--- src/rtl/i2c_rx_pkg.sv ---
package i2c_rx_pkg;
  localparam int BYTE_W = 8;
  localparam int ADDR_W = 10;

  typedef enum logic [2:0] {
    ST_IDLE, ST_ADDR_HI, ST_ADDR_LO, ST_DATA, ST_SKIP
  } rx_state_e;

  // bit order is visible to software: {stop, full, ready, addr}
  typedef struct packed {
    logic stop;
    logic full;
    logic ready;
    logic addr;
  } rx_flags_t;
endpackage

--- src/rtl/i2c_rx_sync.sv ---
module i2c_rx_sync #(
  parameter int STAGES = 2
) (
  input  logic clk_i,
  input  logic rst_ni,
  input  logic scl_i,
  input  logic sda_i,
  output logic scl_o,
  output logic sda_o,
  output logic scl_rise_o,
  output logic scl_fall_o,
  output logic start_o,
  output logic stop_o
);
  logic [STAGES-1:0] scl_q, sda_q;
  logic scl_d, sda_d;

  always_ff @(posedge clk_i or negedge rst_ni) begin
    if (!rst_ni) begin
      scl_q <= '1;
      sda_q <= '1;
      scl_d <= 1'b1;
      sda_d <= 1'b1;
    end else begin
      scl_q <= {scl_q[STAGES-2:0], scl_i};
      sda_q <= {sda_q[STAGES-2:0], sda_i};
      scl_d <= scl_q[STAGES-1];
      sda_d <= sda_q[STAGES-1];
    end
  end

  assign scl_o      = scl_q[STAGES-1];
  assign sda_o      = sda_q[STAGES-1];
  assign scl_rise_o = scl_o & ~scl_d;
  assign scl_fall_o = ~scl_o & scl_d;
  assign start_o    = scl_o & scl_d & sda_d & ~sda_o;
  assign stop_o     = scl_o & scl_d & ~sda_d & sda_o;
endmodule

--- src/rtl/i2c_rx_fsm.sv ---
module i2c_rx_fsm
  import i2c_rx_pkg::*;
(
  input  logic              clk_i,
  input  logic              rst_ni,
  input  logic              scl_s_i,
  input  logic              sda_s_i,
  input  logic              scl_rise_i,
  input  logic              scl_fall_i,
  input  logic              start_i,
  input  logic              stop_i,
  input  logic [ADDR_W-1:0] own_addr_i,
  input  logic              ten_bit_i,
  output logic              sda_pull_o,
  output logic              byte_done_o,
  output logic [BYTE_W-1:0] byte_o,
  output logic              addr_hit_o,
  output logic              stop_hit_o
);
  localparam int CNT_W = $clog2(BYTE_W + 2);
  localparam logic [CNT_W-1:0] LAST_BIT = CNT_W'(BYTE_W - 1);
  localparam logic [CNT_W-1:0] ACK_SLOT = CNT_W'(BYTE_W);

  rx_state_e         state_q;
  logic [CNT_W-1:0]  cnt_q;
  logic [BYTE_W-1:0] shift_q, byte_nx, hdr, addr7;
  logic              ack_q, sda_pull_q;
  logic              active;

  assign byte_nx = {shift_q[BYTE_W-2:0], sda_s_i};
  assign hdr     = {5'b11110, own_addr_i[9:8], 1'b0};
  assign addr7   = {own_addr_i[6:0], 1'b0};
  assign active  = (state_q == ST_ADDR_HI) || (state_q == ST_ADDR_LO) || (state_q == ST_DATA);

  always_ff @(posedge clk_i or negedge rst_ni) begin
    if (!rst_ni) begin
      state_q     <= ST_IDLE;
      cnt_q       <= '0;
      shift_q     <= '0;
      ack_q       <= 1'b0;
      sda_pull_q  <= 1'b0;
      byte_done_o <= 1'b0;
      addr_hit_o  <= 1'b0;
      stop_hit_o  <= 1'b0;
    end else begin
      byte_done_o <= 1'b0;
      addr_hit_o  <= 1'b0;
      stop_hit_o  <= 1'b0;
      if (start_i) begin
        state_q    <= ST_ADDR_HI;
        cnt_q      <= '0;
        ack_q      <= 1'b0;
        sda_pull_q <= 1'b0;
      end else if (stop_i) begin
        stop_hit_o <= (state_q == ST_DATA);
        state_q    <= ST_IDLE;
        sda_pull_q <= 1'b0;
      end else if (active) begin
        if (scl_rise_i) begin
          if (cnt_q == ACK_SLOT) begin
            cnt_q <= '0;
          end else begin
            shift_q <= byte_nx;
            cnt_q   <= cnt_q + 1'b1;
            if (cnt_q == LAST_BIT) begin
              ack_q <= 1'b0;
              case (state_q)
                ST_ADDR_HI: begin
                  if (ten_bit_i ? (byte_nx == hdr) : (byte_nx == addr7)) begin
                    ack_q <= 1'b1;
                    if (ten_bit_i) state_q <= ST_ADDR_LO;
                    else begin
                      state_q    <= ST_DATA;
                      addr_hit_o <= 1'b1;
                    end
                  end else begin
                    state_q <= ST_SKIP;
                  end
                end
                ST_ADDR_LO: begin
                  if (byte_nx == own_addr_i[7:0]) begin
                    ack_q      <= 1'b1;
                    state_q    <= ST_DATA;
                    addr_hit_o <= 1'b1;
                  end else begin
                    state_q <= ST_SKIP;
                  end
                end
                ST_DATA: begin
                  ack_q       <= 1'b1;
                  byte_done_o <= 1'b1;
                end
                default: ;
              endcase
            end
          end
        end else if (scl_fall_i) begin
          sda_pull_q <= (cnt_q == ACK_SLOT) && ack_q;
        end
      end else begin
        sda_pull_q <= 1'b0;
      end
    end
  end

  assign sda_pull_o = sda_pull_q;
  assign byte_o     = shift_q;

  // ack must only start while SCL is low
  assert_ack_on_low_scl_R10: assert property (@(posedge clk_i) disable iff (!rst_ni)
    $rose(sda_pull_q) |-> !scl_s_i);
  // an unmatched address never produces an acknowledge
  assert_skip_silent_R2: assert property (@(posedge clk_i) disable iff (!rst_ni)
    (state_q == ST_SKIP) |-> !sda_pull_q);
endmodule

--- src/rtl/i2c_rx_regs.sv ---
module i2c_rx_regs
  import i2c_rx_pkg::*;
(
  input  logic              clk_i,
  input  logic              rst_ni,
  input  logic              byte_done_i,
  input  logic [BYTE_W-1:0] byte_i,
  input  logic              addr_hit_i,
  input  logic              stop_hit_i,
  input  logic              scl_fall_i,
  input  logic              rd_status_i,
  input  logic              rd_data_i,
  output rx_flags_t         flags_o,
  output logic [BYTE_W-1:0] data_o,
  output logic              scl_pull_o
);
  rx_flags_t         flags_q;
  logic [BYTE_W-1:0] hold_q;
  logic              stretch_q;
  logic              ready_left;

  // ready as it stands once this cycle's data read has taken effect
  assign ready_left = flags_q.ready & ~(rd_data_i & ~flags_q.full);

  always_ff @(posedge clk_i or negedge rst_ni) begin
    if (!rst_ni) begin
      flags_q   <= '0;
      hold_q    <= '0;
      stretch_q <= 1'b0;
    end else begin
      if (rd_status_i) begin
        flags_q.addr <= 1'b0;
        flags_q.stop <= 1'b0;
      end
      if (addr_hit_i) flags_q.addr <= 1'b1;
      if (stop_hit_i) flags_q.stop <= 1'b1;

      if (rd_data_i) begin
        if (flags_q.full) begin
          hold_q       <= byte_i;
          flags_q.full <= 1'b0;
        end else begin
          flags_q.ready <= 1'b0;
        end
      end
      if (byte_done_i) begin
        if (!ready_left) begin
          hold_q        <= byte_i;
          flags_q.ready <= 1'b1;
        end else begin
          flags_q.full <= 1'b1;
        end
      end

      if (!flags_q.full || rd_data_i) stretch_q <= 1'b0;
      else if (scl_fall_i)            stretch_q <= 1'b1;
    end
  end

  assign flags_o    = flags_q;
  assign data_o     = hold_q;
  assign scl_pull_o = stretch_q;

  assert_full_has_ready_R6: assert property (@(posedge clk_i) disable iff (!rst_ni)
    flags_q.full |-> flags_q.ready);
  assert_release_on_read_R7: assert property (@(posedge clk_i) disable iff (!rst_ni)
    (rd_data_i && flags_q.full) |=> (!scl_pull_o && flags_q.ready && !flags_q.full));
  assert_status_read_clears_R4: assert property (@(posedge clk_i) disable iff (!rst_ni)
    (rd_status_i && !addr_hit_i && !stop_hit_i) |=> (!flags_q.addr && !flags_q.stop));
  assert_data_read_clears_R8: assert property (@(posedge clk_i) disable iff (!rst_ni)
    (rd_data_i && !flags_q.full && !byte_done_i) |=> !flags_q.ready);
  assert_first_byte_no_stall_R5: assert property (@(posedge clk_i) disable iff (!rst_ni)
    (byte_done_i && !flags_q.ready) |=> (flags_q.ready && !flags_q.full));
  assert_stop_flag_R9: assert property (@(posedge clk_i) disable iff (!rst_ni)
    stop_hit_i |=> flags_q.stop);
endmodule

--- src/rtl/i2c_slave_rx.sv ---
module i2c_slave_rx
  import i2c_rx_pkg::*;
#(
  parameter int SYNC_STAGES = 2
) (
  input  logic              clk_i,
  input  logic              rst_ni,
  input  logic [ADDR_W-1:0] own_addr_i,
  input  logic              ten_bit_i,
  input  logic              scl_i,
  input  logic              sda_i,
  output logic              scl_pull_o,
  output logic              sda_pull_o,
  input  logic              rd_status_i,
  input  logic              rd_data_i,
  output logic [3:0]        status_o,
  output logic [BYTE_W-1:0] data_o
);
  logic scl_s, sda_s, scl_rise, scl_fall, start, stop;
  logic byte_done, addr_hit, stop_hit;
  logic [BYTE_W-1:0] rx_byte;
  rx_flags_t flags;

  i2c_rx_sync #(.STAGES(SYNC_STAGES)) u_sync (
    .clk_i, .rst_ni, .scl_i, .sda_i,
    .scl_o(scl_s), .sda_o(sda_s), .scl_rise_o(scl_rise), .scl_fall_o(scl_fall),
    .start_o(start), .stop_o(stop)
  );

  i2c_rx_fsm u_fsm (
    .clk_i, .rst_ni, .scl_s_i(scl_s), .sda_s_i(sda_s),
    .scl_rise_i(scl_rise), .scl_fall_i(scl_fall), .start_i(start), .stop_i(stop),
    .own_addr_i, .ten_bit_i, .sda_pull_o,
    .byte_done_o(byte_done), .byte_o(rx_byte), .addr_hit_o(addr_hit), .stop_hit_o(stop_hit)
  );

  i2c_rx_regs u_regs (
    .clk_i, .rst_ni, .byte_done_i(byte_done), .byte_i(rx_byte),
    .addr_hit_i(addr_hit), .stop_hit_i(stop_hit), .scl_fall_i(scl_fall),
    .rd_status_i, .rd_data_i, .flags_o(flags), .data_o, .scl_pull_o
  );

  assign status_o = flags;
endmodule

--- config.mk ---
export PLATFORM = sky130hd
export DESIGN_NAME = i2c_slave_rx
export DESIGN_NICKNAME = d
export VERILOG_FILES = /design/src/rtl/i2c_rx_pkg.sv /design/src/rtl/i2c_rx_sync.sv /design/src/rtl/i2c_rx_fsm.sv /design/src/rtl/i2c_rx_regs.sv /design/src/rtl/i2c_slave_rx.sv
export SDC_FILE = /design/constraint.sdc
export NUM_CORES = 1
export LEC_CHECK = 0
export BUFFER_PORTS_ARGS = -buffer_cell sky130_fd_sc_hd__buf_2
export CORE_UTILIZATION = 42
export CTS_BUF_LIST = sky130_fd_sc_hd__clkbuf_8
export DETAILED_ROUTE_END_ITERATION = 8
export SLEW_MARGIN = 5
export SYNTH_ARGS = -nofsm -noshare
export SYNTH_HDL_FRONTEND = slang
export SYNTH_SLANG_ARGS = --single-unit
--- constraint.sdc ---
create_clock -name clk_i -period 2.4 [get_ports clk_i]
set_clock_uncertainty 0.05 [all_clocks]
set_input_delay 0.72 -clock clk_i [delete_from_list [all_inputs] [get_ports clk_i]]
set_output_delay 0.72 -clock clk_i [all_outputs]
set_load 0.01 [all_outputs]
* Yosys cells after proc, flatten, opt, wreduce, memory -nomap -nowiden *
Cells that the tools add are included.
Widths: inputs -> output; s select.

operators by class
  add/sub/neg operators = 1
  equality and inequality tests = 13
  mux-type cells = 62
  bitwise operators = 18
  reductions and logical operators = 20

operator list
  operator             number
  $mux 1               40
  $mux 8               4
  $eq 8x8->1           3
  $mux 3               8
  $mux 4               5
  $reduce_and 5->1     3
  $reduce_bool 2->1    6
  $and 1x1->1          9
  $not 1->1            9
  $reduce_bool 3->1    3
  $ne 4x4->1 const B   2
  $eq 3x2->1 const B   2
  $pmux 3 s2           1
  $add 4x1->4 const B  1
  $eq 4x3->1 const B   1
  $eq 4x4->1 const B   1
  $mux 2               2
  $ne 2x2->1 const B   2
  $reduce_bool 4->1    1
  $eq 3x1->1 const B   1
  $logic_or 1x1->1     3
  $ne 3x3->1 const B   1
  $pmux 1 s3           1
  $reduce_and 3->1     1
  other kinds (4)      4

word-level totals
  bits in registers = 39
  logic and storage cells = 132

* Depth between registers and ports, before layout *
  depth in word-level cells = 10
  depth in mapped cells = 7
  mapped depth without buffers = 7

* Cells and area by module *
From an unflattened synthesis, not the netlist that was laid out.

second synthesis, totals
  cells, all modules = 169
  area, all modules = 1945.6 um^2

by module, submodules not included
  module       times used  cells an instance  area an instance (um^2)  sequential area each (um^2)
  i2c_rx_fsm   1           126                1246.2                   500.5
  i2c_rx_regs  1           33                 509.2                    325.3
  i2c_rx_sync  1           10                 190.2                    157.7

* Worst setup path after synthesis *
No wires, ideal clock.

  path kind = input-to-reg
  start point = input port ten_bit_i
  end point = register u_fsm.state_q[0]
  library setup time = 96 ps
  arrival time = 2360 ps
  data required time = 2254 ps
  setup slack = -106 ps
  cell stages on the path = 6
  path buffers = 1
  cells stage by stage = buf_6 -> mux2i_1 -> nor2_1 -> or4_4 -> or4_4 -> o31ai_1

on the way
  cells in the longest elaborated chain, start to end = 9
  elaborated cells between the ends (all ways) = 10
  classes of those cells = mux: 10

ends and longest elaborated chain
  item                              RTL line                            text
  from (decl)                       i2c_slave_rx.sv:9                   input logic ten_bit_i,
  $mux 1, on equally long branches  i2c_rx_fsm.sv:71, i2c_rx_fsm.sv:69
  $mux 3 (*)                        i2c_rx_fsm.sv:69                    if (ten_bit_i ? (byte_nx == hdr) : (byte_nx == addr7)) begin
  $pmux 3 s2 (*)                    i2c_rx_fsm.sv:67                    case (state_q)
  $mux 3 (*)                        i2c_rx_fsm.sv:65                    if (cnt_q == LAST_BIT) begin
  $mux 3 (*)                        i2c_rx_fsm.sv:60                    if (cnt_q == ACK_SLOT) begin
  $mux 3 (*)                        i2c_rx_fsm.sv:59                    if (scl_rise_i) begin
  $mux 3 (*)                        i2c_rx_fsm.sv:58                    end else if (active) begin
  $mux 3 (*)                        i2c_rx_fsm.sv:54                    end else if (stop_i) begin
  $mux 3 (*)                        i2c_rx_fsm.sv:49                    if (start_i) begin
  to (signal assigned)              i2c_rx_fsm.sv:50                    state_q <= ST_ADDR_HI;
  to (signal assigned)              i2c_rx_fsm.sv:56                    state_q <= ST_IDLE;
  to (signal assigned)              i2c_rx_fsm.sv:71                    if (ten_bit_i) state_q <= ST_ADDR_LO;
  to (decl)                         i2c_rx_fsm.sv:24                    rx_state_e state_q;

Every way passes the cells marked *; elsewhere a longest branch is shown, timed or not. The select of a mux whose other input is x is not followed.
A chain may end at the register's enable or synchronous reset.

* Worst setup path in the final report *
Same ends and word-level chain as after synthesis.

==> flow_summary.ini <==
[run_status]
status = complete, no violations

[critical_path]
cp-end-kind = register
crit_path_frequent_cell = or4_4
slowest_stage = or4_4
worstPathMaxFanout = 6
critPathLaunchType = primary input
cp_num_buf_inv = 1
max_stage_delay_ns = 0.53
arrival_ns = 2.44
worstSetupPathType = in -> reg
crit_family = simple AND/OR/NAND/NOR gates
crit_chain = buf_2 -> mux2i_1 -> nor2_1 -> or4_4 -> or4_4 -> o31ai_1
critical_path_required_ns = 2.54

[synth]
ys.flop_type = dfrtp_1
synth_top_family_by_area = simple AND/OR/NAND/NOR gates
syn_area_per_cell_um2 = 11.41
synthSimpleGateAreaFrac = 0.1746
yosysWarningCount = 0
ys_seq_elements = 39
yosysTopAreaCell = dfrtp_1
async_reset_ff_frac = 1.000
synthMuxAreaShare = 0.1177
synthAdderAreaFrac = 0.01338
synthCells = 164
yosysTopAreaCellShare = 0.4415
netlist_area_um2 = 1871
synthTopCellsByArea = dfrtp_1, dfstp_2, mux2_2, xnor2_1, nor2_1
synth_xor_area_frac = 0.05151
synth_compound_area_frac = 0.08696
syn_nets = 183
synth_seq_area_share = 0.5258
synth_enable_flop_cells = 0
synth_cell_types = 47

[layout]
drive_above_1_share = 0.3478
area_growth_pct = 18.53
n_fill_cell = 402
ff_latch_area_um2 = 983.4
diodes = 0
post-route-util = 0.5350
stdcell_area_um2 = 2217
multiInputGateArea_um2 = 830.8
nets = 225

[sta]
whs_ns = 0.3058
fin_crit_sh = 0.9586
setup_viol = 0
grt_setup_unrepaired = false
slew_viol_final = 0
max_freq_ghz = 0.4347
setup_ws_ns = 0.09934
period_minus_slack_ns = 2.301
tightest_slew_ns = 0.5325
max_slew_margin = 0.6446
finalHoldViolations = 0

[global_routing]
grt.total_usage = 0.1694
grt_pass1_vias = 1291
antenna_found_initial = 0
overflow = 0
grt_pass1_wl_um = 5644
grt_max_degree = 40

[clock_tree]
cts.sinks = 39
clock_latency_ns = 0.29
htree_levels = 2
path_clk_slew_ns = 0.07
cts_tree = built
cts_buffers = 5
cts_setup_buffers = 0
cts-root-buf = clkbuf_8
cts_hold_buf = 0
ctsResizeCount = 0
clk_path_buf_depth = 2

[floorplanning]
initial_core_util = 0.4514
placementRows = 23
coreArea_um2 = 4144
die_w_um = 68.74
io_pins = 31
die-area_um2 = 4725
die_h_um = 68.74

[routing]
wirelength_um = 3490
vias_per_cell = 5.350
wl_per_cell_um = 13.58
dr_wl_met2_um = 1616
top_layer = met4
drt-initial-drc-count = 29
ant_nets = 0
wl_met3_um = 153
vias = 1375
drc = 0
first_pass_iters = 4
wl_met1_um = 1646

[place]
placed_cell_area_um2 = 2117
place_hpwl_um = 2621
dp_slack_ns = -0.2015
port_buffers = 30
gp_congestion = 0.8179

[worst_hold_path]
worstHoldPathType = reg -> reg

[power]
peakVddDrop_uv = 364.9
power.leakage_nw = 1.127
power_density_nw_per_um2 = 757.8

[run]
max_cap_viol_count = 0
## cells in the mapped netlist (all sizes together) (3+ instances only)
library cell  number
a21o               4
a21oi              3
dfrtp             33
dfstp              6
inv               10
mux2              16
mux2i              4
nand2             11
nand2b             3
nand3              4
nor2              16
nor2b              5
nor4               3
o21ai              4
or4                3
xnor2              7
xor2               4
## power breakdown
| part | leakage (nW) | total, mW | internal, mW | switching [mW] |
|---|---|---|---|---|
| Combinational | 0.561 | 0.326 | 0.178 | 0.148 |
| Sequential | 0.510 | 0.880 | 0.751 | 0.129 |
| Clock | 0.0557 | 0.474 | 0.258 | 0.216 |
| Total | 1.13 | 1.68 | 1.19 | 0.494 |
## cell type report
| class | instances | area share |
|---|---|---|
| timing repair buffer | 37 | 0.09142 |
| multi-input combinational | 113 | 0.3747 |
| sequential | 39 | 0.4436 |
| clock buffer | 7 | 0.04345 |
| tap | 50 | 0.02822 |
| clock inverter | 1 | 0.001693 |
| inverter | 10 | 0.01693 |
## sequential cells by signal, summed over array words and instances (netlist names)
| signal | count |
|---|---|
| u_fsm.ack_q | 1 |
| u_fsm.addr_hit_o | 1 |
| u_fsm.byte_done_o | 1 |
| u_fsm.byte_o | 8 |
| u_fsm.cnt_q | 4 |
| u_fsm.sda_pull_o | 1 |
| u_fsm.state_q | 3 |
| u_fsm.stop_hit_o | 1 |
| u_regs.data_o | 8 |
| u_regs.flags_o | 4 |
| u_regs.scl_pull_o | 1 |
| u_sync.scl_d | 1 |
| u_sync.scl_q | 2 |
| u_sync.sda_d | 1 |
| u_sync.sda_q | 2 |
## metrics by stage
| step | setup TNS, ns | cells | total power, mW |
|---|---|---|---|
| after floorplan | 0 | 164 | 1.113 |
| after global placement | -0.2724 | 249 | 1.207 |
| after detailed placement | -0.4670 | 249 | 1.220 |
| after CTS | 0 | 257 | 1.700 |
| after global routing | 0 | 257 | 1.783 |
| final | 0 | 257 | 1.680 |
## logic make-up after synthesis
group | Yosys count
and+or+nand+nor | 57
DFF | 39
adders and majority gates | 2
AOI/OAI and AO/OA | 23
xor gates and xnor gates | 11
buffers and inverters | 12
muxes | 20
## worst reg2reg max path, cell delays in order, from the launching register on
cell      delay (ns)
dfrtp_1         0.46
or3_1           0.36
a222oi_1        0.24
a21oi_1         0.10
or4_4           0.54
o31ai_1         0.29
## cell usage in the layout, fill, tap and decap left out, types with 4 or more instances in the layout
cell / instances
nand2_1: 11
dfstp_2: 6
a21o_1: 4
nor2b_1: 5
dfrtp_1: 33
inv_1: 10
xor2_1: 4
buf_2: 30
xnor2_1: 7
nor2_1: 15
mux2_2: 13
buf_4: 7
mux2i_1: 4
clkbuf_8: 7
## routing by layer
metal,GRT usage,up-vias
met3,0.04934,7
met5,0,-
met2,0.2647,38
met1,0.2063,671
li1,-,659
met4,0.1020,0
## final timing paths
| kind | slack (ns) | endpoint | startpoint | cells after the start |
|---|---|---|---|---|
| worst max-delay path | 0.1 | u_fsm.state_q[0] | ten_bit_i | 6 |
| worst min-delay path | 0.31 | u_sync.scl_q[1] | u_sync.scl_q[0] | 0 |
| worst max register to register | 0.27 | u_fsm.state_q[0] | u_fsm.byte_o[4] | 5 |
| worst min register to register | 0.31 | u_sync.scl_q[1] | u_sync.scl_q[0] | 0 |
| max in group asynchronous | 1.53 | u_sync.sda_q[0] | rst_ni | 2 |
| min in group asynchronous | 0.42 | u_fsm.sda_pull_o | rst_ni | 2 |
Power figures use the tool's default switching activity.
